==> config.mk <==
export PLATFORM = sky130hd
export DESIGN_NAME = bsz_burst_seq
export DESIGN_NICKNAME = d
export VERILOG_FILES = /design/src/rtl/bsz_pkg.sv /design/src/rtl/bsz_plan.sv /design/src/rtl/bsz_rd_asm.sv /design/src/rtl/bsz_wr_lane.sv /design/src/rtl/bsz_burst_seq.sv
export SDC_FILE = /design/constraint.sdc
export NUM_CORES = 1
export LEC_CHECK = 0
export BUFFER_PORTS_ARGS = -buffer_cell sky130_fd_sc_hd__buf_2
export CAP_MARGIN = 5
export CORE_ASPECT_RATIO = 0.8
export CORE_UTILIZATION = 55
export CTS_CLUSTER_DIAMETER = 120
export DETAILED_ROUTE_END_ITERATION = 10
export PLACE_DENSITY_LB_ADDON = 0.3
export SLEW_MARGIN = 15
export SYNTH_ARGS = -nofsm -noshare
export SYNTH_HDL_FRONTEND = slang
export SYNTH_HIERARCHICAL = 1
export SYNTH_SLANG_ARGS = --single-unit
==> constraint.sdc <==
create_clock -name clk -period 11.4 [get_ports clk]
set_input_delay 1.71 -clock clk [delete_from_list [all_inputs] [get_ports clk]]
set_output_delay 1.71 -clock clk [all_outputs]
set_load 0.02 [all_outputs]
==> src/rtl/bsz_pkg.sv <==
package bsz_pkg;
    localparam logic [1:0] SZ_LONG = 2'b00;
    localparam logic [1:0] SZ_BYTE = 2'b01;
    localparam logic [1:0] SZ_WORD = 2'b10;
    localparam logic [1:0] SZ_LINE = 2'b11;

    typedef enum logic [1:0] {
        ST_IDLE = 2'd0,
        ST_ADDR = 2'd1,
        ST_DATA = 2'd2,
        ST_GAP  = 2'd3
    } seq_state_e;

    // bytes carried by a transfer of the given size code
    function automatic logic [4:0] size_bytes(input logic [1:0] code);
        case (code)
            SZ_BYTE: size_bytes = 5'd1;
            SZ_WORD: size_bytes = 5'd2;
            SZ_LINE: size_bytes = 5'd16;
            default: size_bytes = 5'd4;
        endcase
    endfunction

    // bytes per beat of a port of the given width code
    function automatic logic [2:0] port_bytes(input logic [1:0] code);
        case (code)
            SZ_BYTE: port_bytes = 3'd1;
            SZ_WORD: port_bytes = 3'd2;
            default: port_bytes = 3'd4;
        endcase
    endfunction
endpackage

==> src/rtl/bsz_plan.sv <==
module bsz_plan
    import bsz_pkg::*;
#(
    parameter int CNT_W  = 5,
    parameter int LANE_W = 3
) (
    input  logic [1:0]        size_code,
    input  logic [1:0]        port_code,
    input  logic              is_write,
    input  logic              rd_en,
    input  logic              wr_en,
    output logic [LANE_W-1:0] lanes,
    output logic [CNT_W-1:0]  total,
    output logic              burst,
    output logic [1:0]        port_siz
);
    logic [4:0] xfer_b;
    logic [2:0] port_b;
    logic       wider;

    always_comb begin
        xfer_b   = size_bytes(size_code);
        port_b   = port_bytes(port_code);
        wider    = xfer_b > {2'b00, port_b};
        lanes    = wider ? LANE_W'(port_b) : LANE_W'(xfer_b);
        total    = CNT_W'(xfer_b);
        burst    = wider && (is_write ? wr_en : rd_en);
        port_siz = (port_code == SZ_BYTE || port_code == SZ_WORD) ? port_code : SZ_LONG;
    end
endmodule

==> src/rtl/bsz_rd_asm.sv <==
module bsz_rd_asm #(
    parameter int LINE_BYTES = 16,
    parameter int PORT_BYTES = 4,
    parameter int CNT_W      = 5,
    parameter int LANE_W     = 3
) (
    input  logic [LINE_BYTES*8-1:0] acc_in,
    input  logic [CNT_W-1:0]        off,
    input  logic [LANE_W-1:0]       lanes,
    input  logic [PORT_BYTES*8-1:0] lane_data,
    output logic [LINE_BYTES*8-1:0] acc_out
);
    localparam int LSEL = (PORT_BYTES > 1) ? $clog2(PORT_BYTES) : 1;

    // each line byte takes the port lane at its distance from the beat offset
    for (genvar i = 0; i < LINE_BYTES; i++) begin : g_byte
        logic [CNT_W-1:0] rel;
        logic             hit;
        assign rel = CNT_W'(i) - off;
        assign hit = (CNT_W'(i) >= off) && (rel < CNT_W'(lanes));
        assign acc_out[i*8 +: 8] = hit ? lane_data[rel[LSEL-1:0]*8 +: 8] : acc_in[i*8 +: 8];
    end
endmodule

==> src/rtl/bsz_wr_lane.sv <==
module bsz_wr_lane #(
    parameter int PORT_BYTES = 4,
    parameter int LANE_W     = 3
) (
    input  logic                    active,
    input  logic [LANE_W-1:0]       lanes,
    input  logic [PORT_BYTES*8-1:0] beat_data,
    output logic [PORT_BYTES-1:0]   be_n,
    output logic [PORT_BYTES*8-1:0] lane_out
);
    for (genvar j = 0; j < PORT_BYTES; j++) begin : g_lane
        logic used;
        assign used               = active && (LANE_W'(j) < lanes);
        assign be_n[j]            = !used;
        assign lane_out[j*8 +: 8] = used ? beat_data[j*8 +: 8] : 8'h00;
    end
endmodule

==> src/rtl/bsz_burst_seq.sv <==
module bsz_burst_seq
    import bsz_pkg::*;
#(
    parameter int ADDR_W     = 32,
    parameter int LINE_BYTES = 16,
    parameter int PORT_BYTES = 4
) (
    input  logic                    clk,
    input  logic                    rst_n,
    input  logic                    req_valid,
    output logic                    req_ready,
    input  logic [ADDR_W-1:0]       req_addr,
    input  logic [1:0]              req_size,
    input  logic                    req_write,
    input  logic [LINE_BYTES*8-1:0] req_wdata,
    input  logic [1:0]              cfg_port,
    input  logic                    cfg_rd_burst,
    input  logic                    cfg_wr_burst,
    input  logic                    cfg_ext_term,
    output logic [ADDR_W-1:0]       bus_addr,
    output logic [1:0]              bus_siz,
    output logic                    bus_rd,
    output logic                    bus_ts_n,
    output logic                    bus_as_n,
    output logic                    bus_tip_n,
    output logic [PORT_BYTES-1:0]   bus_be_n,
    output logic [PORT_BYTES*8-1:0] bus_wdata,
    input  logic [PORT_BYTES*8-1:0] bus_rdata,
    input  logic                    bus_ta_n,
    output logic                    done,
    output logic [LINE_BYTES*8-1:0] rd_data
);
    localparam int LINE_W = LINE_BYTES * 8;
    localparam int PORT_W = PORT_BYTES * 8;
    localparam int CNT_W  = $clog2(LINE_BYTES) + 1;
    localparam int LOFF   = $clog2(LINE_BYTES);
    localparam int LANE_W = $clog2(PORT_BYTES) + 1;

    typedef struct packed {
        seq_state_e        st;
        logic [ADDR_W-1:0] addr;
        logic [1:0]        siz;
        logic [1:0]        port_siz;
        logic              rd;
        logic              burst;
        logic              ext;
        logic [LANE_W-1:0] lanes;
        logic [CNT_W-1:0]  off;
        logic [CNT_W-1:0]  total;
        logic [LINE_W-1:0] wsh;
        logic [LINE_W-1:0] racc;
        logic [LINE_W-1:0] rout;
        logic              done;
    } seq_t;

    seq_t q, d;

    // request plan, taken at acceptance
    logic [LANE_W-1:0] pl_lanes;
    logic [CNT_W-1:0]  pl_total;
    logic              pl_burst;
    logic [1:0]        pl_port_siz;

    bsz_plan #(.CNT_W(CNT_W), .LANE_W(LANE_W)) u_plan (
        .size_code (req_size),
        .port_code (cfg_port),
        .is_write  (req_write),
        .rd_en     (cfg_rd_burst),
        .wr_en     (cfg_wr_burst),
        .lanes     (pl_lanes),
        .total     (pl_total),
        .burst     (pl_burst),
        .port_siz  (pl_port_siz)
    );

    logic [LINE_W-1:0] merged;

    bsz_rd_asm #(
        .LINE_BYTES(LINE_BYTES), .PORT_BYTES(PORT_BYTES),
        .CNT_W(CNT_W), .LANE_W(LANE_W)
    ) u_asm (
        .acc_in    (q.racc),
        .off       (q.off),
        .lanes     (q.lanes),
        .lane_data (bus_rdata),
        .acc_out   (merged)
    );

    logic active;
    assign active = (q.st == ST_ADDR) || (q.st == ST_DATA);

    bsz_wr_lane #(.PORT_BYTES(PORT_BYTES), .LANE_W(LANE_W)) u_lane (
        .active    (active),
        .lanes     (q.lanes),
        .beat_data (q.wsh[PORT_W-1:0]),
        .be_n      (bus_be_n),
        .lane_out  (bus_wdata)
    );

    logic              beat_end;
    logic              last_beat;
    logic [CNT_W-1:0]  off_nx;
    logic [ADDR_W-1:0] addr_adv;
    logic              take;

    always_comb begin
        d         = q;
        d.done    = 1'b0;
        beat_end  = (q.st == ST_DATA) && !bus_ta_n;
        off_nx    = q.off + CNT_W'(q.lanes);
        last_beat = off_nx >= q.total;
        addr_adv  = {q.addr[ADDR_W-1:LOFF], q.addr[LOFF-1:0] + LOFF'(q.lanes)};
        req_ready = (q.st == ST_IDLE) || (beat_end && last_beat);
        take      = req_valid && req_ready;

        case (q.st)
            ST_ADDR: d.st = ST_DATA;
            ST_DATA: begin
                if (beat_end) begin
                    d.off = off_nx;
                    d.wsh = q.wsh >> {q.lanes, 3'b000};
                    if (q.rd) d.racc = merged;
                    if (last_beat) begin
                        d.st   = ST_IDLE;
                        d.done = 1'b1;
                        if (q.rd) d.rout = merged;
                    end else if (q.burst) begin
                        d.addr = addr_adv;
                    end else begin
                        d.st  = ST_GAP;
                        d.siz = q.port_siz;
                        if (!q.ext) d.addr = addr_adv;
                    end
                end
            end
            ST_GAP:  d.st = ST_ADDR;
            default: d.st = ST_IDLE;
        endcase

        if (take) begin
            d.st       = ST_ADDR;
            d.addr     = req_addr;
            d.siz      = req_size;
            d.port_siz = pl_port_siz;
            d.rd       = !req_write;
            d.burst    = pl_burst;
            d.ext      = cfg_ext_term;
            d.lanes    = pl_lanes;
            d.total    = pl_total;
            d.off      = '0;
            d.wsh      = req_wdata;
            d.racc     = '0;
        end
    end

    always_ff @(posedge clk or negedge rst_n) begin
        if (!rst_n) begin
            q          <= '0;
            q.st       <= ST_IDLE;
            q.rd       <= 1'b1;
        end else begin
            q <= d;
        end
    end

    assign bus_addr  = q.addr;
    assign bus_siz   = q.siz;
    assign bus_rd    = q.rd;
    assign bus_ts_n  = (q.st != ST_ADDR);
    assign bus_as_n  = !active;
    assign bus_tip_n = (q.st == ST_IDLE);
    assign done      = q.done;
    assign rd_data   = q.rout;
endmodule

**Word-level counts from Yosys, hierarchy flattened**

Index checks and enable logic that the tools add are counted.

- Bits in registers: 439
- Input bits: 204
- Output and inout bits: 204
- Word-level logic and storage cells: 188

- Add/subtract/negate cells: 18
- Magnitude comparators: 38
- Equality and inequality tests: 14
- Shift operators: 17
- Mux-type cells: 42
- Reduce and logical (&&, ||, !) cells: 44

Operators with widths:

| operator | count |
|---|---|
| $mux 385 | 2 |
| $shiftx 32x6->8 | 16 |
| $mux 310 | 1 |
| $mux 128 | 2 |
| $mux 8 | 20 |
| $mux 129 | 1 |
| $shr 128x6->128 | 1 |
| $lt 5x3->1 | 16 |
| $mux 34 | 2 |
| $ge 4x5->1 const A | 8 |
| $sub 4x5->5 const A | 8 |
| $mux 36 | 1 |
| $mux 32 | 1 |
| $logic_and 1x1->1 | 24 |
| $ge 3x5->1 const A | 4 |
| $sub 3x5->5 const A | 4 |
| $pmux 5 s3 | 1 |
| $reduce_and 4->1 | 3 |
| $eq 2x2->1 const B | 5 |
| $ge 1x5->1 const A | 2 |
| $ge 2x5->1 const A | 2 |
| $mux 5 | 2 |
| $sub 1x5->5 const A | 2 |
| $sub 2x5->5 const A | 2 |
| other kinds (23) | 43 |

**Longest topological paths before layout**

- Depth after elaboration: 9
- Gate-level depth with buffers: 14
- Depth with buffers taken out: 11

**Modules after synthesis**

The synthesis kept the hierarchy.

By module, submodules not included:

| module | times used | cells an instance | area each (um2) | sequential area each (um2) |
|---|---|---|---|---|
| bsz_burst_seq | 1 | 2227 | 22730.6 | 10986.8 |
| bsz_rd_asm | 1 | 286 | 3241.9 | 0.0 |
| bsz_wr_lane | 1 | 43 | 252.7 | 0.0 |
| bsz_plan | 1 | 34 | 221.5 | 0.0 |

**Worst setup path before layout**

No wires, ideal clock.

- Path kind: input-to-output
- Start point: input bus_ta_n
- End point: output req_ready
- Arrival time: 2.850 ns
- Setup slack: 6.840 ns
- Stages on the path: 4
- Cell sequence: nand2b_1 clkbuf_1 buf_1 o21ai_0

- Cells in the longest elaborated chain, start to end: 4

Ends and longest elaborated chain:

| element | line | source |
|---|---|---|
| start, declared | bsz_burst_seq.sv:29 | `input logic bus_ta_n,` |
| $logic_not 1->1 | bsz_burst_seq.sv:109 | `beat_end = (q.st == ST_DATA) && !bus_ta_n;` |
| $logic_and 1x1->1 | bsz_burst_seq.sv:109 |  |
| $logic_and 1x1->1 | bsz_burst_seq.sv:113 | `req_ready = (q.st == ST_IDLE) \|\| (beat_end && last_beat);` |
| $logic_or 1x1->1 | bsz_burst_seq.sv:113 |  |
| end, declared | bsz_burst_seq.sv:11 | `output logic req_ready,` |

No other way between the ends.

**Worst setup path after layout**

- Start point: register q[395] (netlist name)
- End point: output req_ready

- Cells in the longest elaborated chain, start to end: 4

Ends and longest elaborated chain:

| element | line | source |
|---|---|---|
| start, declared | bsz_burst_seq.sv:56 | `seq_t q, d;` |
| $add 5x3->5 | bsz_burst_seq.sv:110 | `off_nx = q.off + CNT_W'(q.lanes);` |
| $ge 5x5->1 | bsz_burst_seq.sv:111 | `last_beat = off_nx >= q.total;` |
| $logic_and 1x1->1 | bsz_burst_seq.sv:113 |  |
| $logic_or 1x1->1 | bsz_burst_seq.sv:113 |  |

No other way between the ends.

==> run_results.csv <==
group,metric,value,unit
clock_tree,cts_hold_buf,0,
global_route,grt_pass1_vias,20430,
yosys,synth_top_area_frac,0.4144,
drt,firstDrtPassIters,9,
worst_setup_path,cp-start-kind,"flip-flop",
yosys,syn_area_per_cell,10.21,µm²
placement,place_ws,5.979,ns
worst_setup_path,crit_fanout,35,
clock_tree,numCtsBuffers,47,
worst_setup_path,cp_cell_sequence,"ha_1 > fa_1 > xor2_1 > ha_1 > nand2_1 > o21ai_1 > a21oi_1 > o21ai_0 > buf_2",
floorplanning,num_rows,71,
drt,route.detailed.drc,40,
floorplanning,core,47260,µm²
drt,avgViaCountPerCell,6.214,
sta,hold_violations,0,
sta,layout_min_cycle_time,5.640,ns
yosys,netlist_top_cells_count,"nand2_1 (519), dfrtp_1 (438), mux2_2 (239)",
yosys,yosys.area.top_type,"dfrtp_1",
sta,worst_slew_pin_slew,1.191,ns
worst_setup_path,slowest_delay,0.70,ns
yosys,syn_area,26450,µm²
layout,design_area,29000,µm²
layout,final_nets,2972,
clock_tree,htreeDepth,2,
worst_hold_path,hp-class,"flip-flop to flip-flop",
sta,post-route-period-util,0.4947,
global_route,gr-total-overflow,0,
yosys,synth_seq_cells,439,
pwr,ir_drop,161.1,µV
global_route,grt_pass1_wl,121500,µm
yosys,synth_nets,2846,
drt,finalWirelength,79320,µm
sta,fin_skew,0.01304,ns
worst_setup_path,crit_path_end_kind,"output port",
worst_setup_path,crit_arrival,3.93,ns
sta,max_slew_margin,0.2032,
worst_setup_path,cp_common_cell,"ha_1",
sta,slew_viol_final,0,
yosys,yosysUniqueCellTypes,67,
clock_tree,cts_buffer_depth,3,
status,status,"finished, violations left",
sta,rsz0062_at_grt,"no",
sta,holdWs,0.4722,ns
clock_tree,worstSkewPairLatency,0.58,ns
clock_tree,clk_pin_slew,0.06,ns
worst_setup_path,cp.required,9.69,ns
floorplanning,die_y,198.1,µm
placement,place_area,27400,µm²
drt,antenna_left,0,
sta,fin_tns_setup,0,ns
drt,drtIter0Drc,2395,
floorplanning,die-area,48970,µm²
yosys,synth_cells,2590,
global_route,grt_max_degree,172,
worst_hold_path,hp-start,"bus_addr[9]$_DFFE_PN0P_",
sta,fin_ws,5.760,ns
layout,area_growth,9.661,%
clock_tree,cts_resized,0,
yosys,async_reset_ff_frac,1.000,
placement,numPortBuffers,407,
placement,place.gp.congestion,0.9293,
sta,fmax,177.3,MHz
worst_setup_path,worstSetupStartpoint,"q[395]$_DFFE_PN0P_",
global_route,antenna_found_initial,9,
pwr,power.density,297.9,nW/µm²
status,violations,"design-rule violations",
flow_run,drv_cap,0,
clock_tree,cts-root-buf,"clkbuf_16",
yosys,synth_edf_count,0,
floorplanning,num_io_pins,408,
global_route,grt_usage,0.3239,
placement,hpwl,54570,µm
drt,via_count,21000,
worst_setup_path,cpMaxStageDelayCell,"dfrtp_4",
drt,wire_per_inst,23.48,µm
yosys,synth-main-ff-cell,"dfrtp_1",
worst_setup_path,r2r-start,"q[395]$_DFFE_PN0P_",
clock_tree,cts_sinks,439,
yosys,synth_seq_area_share,0.4154,
pwr,leakage,0.01393,µW
yosys,yosysMostFrequentCell,"nand2_1",
worst_setup_path,critPathKind,"flip-flop to output port",
yosys,synth_area_leaders,"dfrtp_1 (41%), mux2_2 (10%), mux4_2 (7.5%), nand2_1 (7.4%), buf_4 (4.7%)",
floorplanning,die_x,247.2,µm
yosys,ys.warnings.count,6,
clock_tree,cts_setup_buffers,0,
sta,finalSetupViolCount,0,
layout,drive_above_1_share,0.3188,
clock_tree,cts_tree,"done",
floorplanning,start_util,0.5596,
[metrics by stage]
step                instances    util  total power, µW
global placement         3287  0.5798             6812
floorplan                2590       -             5819
global route             3378  0.6136             9117
finish                   3379  0.6137             8639
detailed placement       3287  0.5798             6950
CTS                      3371  0.6132             8561
[final timing paths]
path | end | slack (ns) | depth (start not counted)
min in group asynchronous | q[274]$_DFFE_PN0P_ | 1.23 | 1
worst min-delay path | bus_addr[9]$_DFFE_PN0P_ | 0.47 | 2
worst max register to register | q[369]$_DFFE_PN0P_ | 6.32 | 12
worst max-delay path | req_ready | 5.76 | 9
worst min register to register | bus_addr[9]$_DFFE_PN0P_ | 0.47 | 2
max in group asynchronous | rd_data[16]$_DFFE_PN0P_ | 8.69 | 2
[logic make-up after synthesis]
| family | Yosys count | share of synthesized area |
|---|---|---|
| compound gates | 463 | 0.1187 |
| flops | 439 | 0.4154 |
| other cells | 1 | 0.0001418 |
| fa+ha+maj | 52 | 0.02517 |
| buf+inv | 388 | 0.08610 |
| mux | 424 | 0.2174 |
| xor+xnor | 12 | 0.003974 |
| simple gates | 811 | 0.1330 |
[cell type report]
class / count / area [µm²]
Fill cell: 3935 / 18260
Multi-Input combinational cell: 1763 / 13260
Sequential cell: 439 / 11000
Timing Repair Buffer: 429 / 2237
Clock buffer: 67 / 1373
Tap cell: 620 / 775.7
Clock inverter: 17 / 205.2
Inverter: 36 / 135.1
Antenna cell: 8 / 20.02
[registers in the layout, indices dropped and copies added (netlist names)]
signal    cells
bus_addr     32
bus_rd        1
bus_siz       2
done          1
q           275
rd_data     128
[power breakdown]
group	internal [µW]	switching [µW]	total [µW]
Clock	927	654	1580
Combinational	1830	2700	4530
Sequential	2000	527	2530
Total	4760	3880	8640
[layer usage]
metal  GRT usage  wire (µm)
met1      0.4793      34230
met2      0.4535      34040
met3     0.09705       8985
met4     0.09694       2066
met5           0          0
[cell usage in the layout (no fill, tap or decap), types with 20 or more instances in the layout]
| master | n |
|---|---|
| nor2_1 | 99 |
| nand2_1 | 517 |
| mux4_2 | 88 |
| buf_2 | 406 |
| buf_4 | 20 |
| a21oi_1 | 158 |
| nand3_1 | 64 |
| mux2i_1 | 61 |
| ha_1 | 50 |
| mux2_2 | 239 |
| nor2b_1 | 42 |
| a211oi_1 | 32 |
| a221o_1 | 24 |
| and3_1 | 34 |
| clkbuf_16 | 48 |
| mux2_1 | 20 |
| o21ai_0 | 49 |
| o211ai_1 | 66 |
| inv_1 | 35 |
| dfrtp_1 | 434 |
| a221oi_1 | 39 |
[critical path, delay by kind of cell, from the launching register on]
kind	cells	cell delay (ns)
adder cells (fa/ha/maj)	3	1.07
AO/OA/AOI/OAI	3	1.05
flip-flops	1	0.70
buffers and inverters	1	0.23
XOR/XNOR	1	0.20
AND/OR/NAND/NOR	1	0.07
Power figures use the tool's default switching activity.
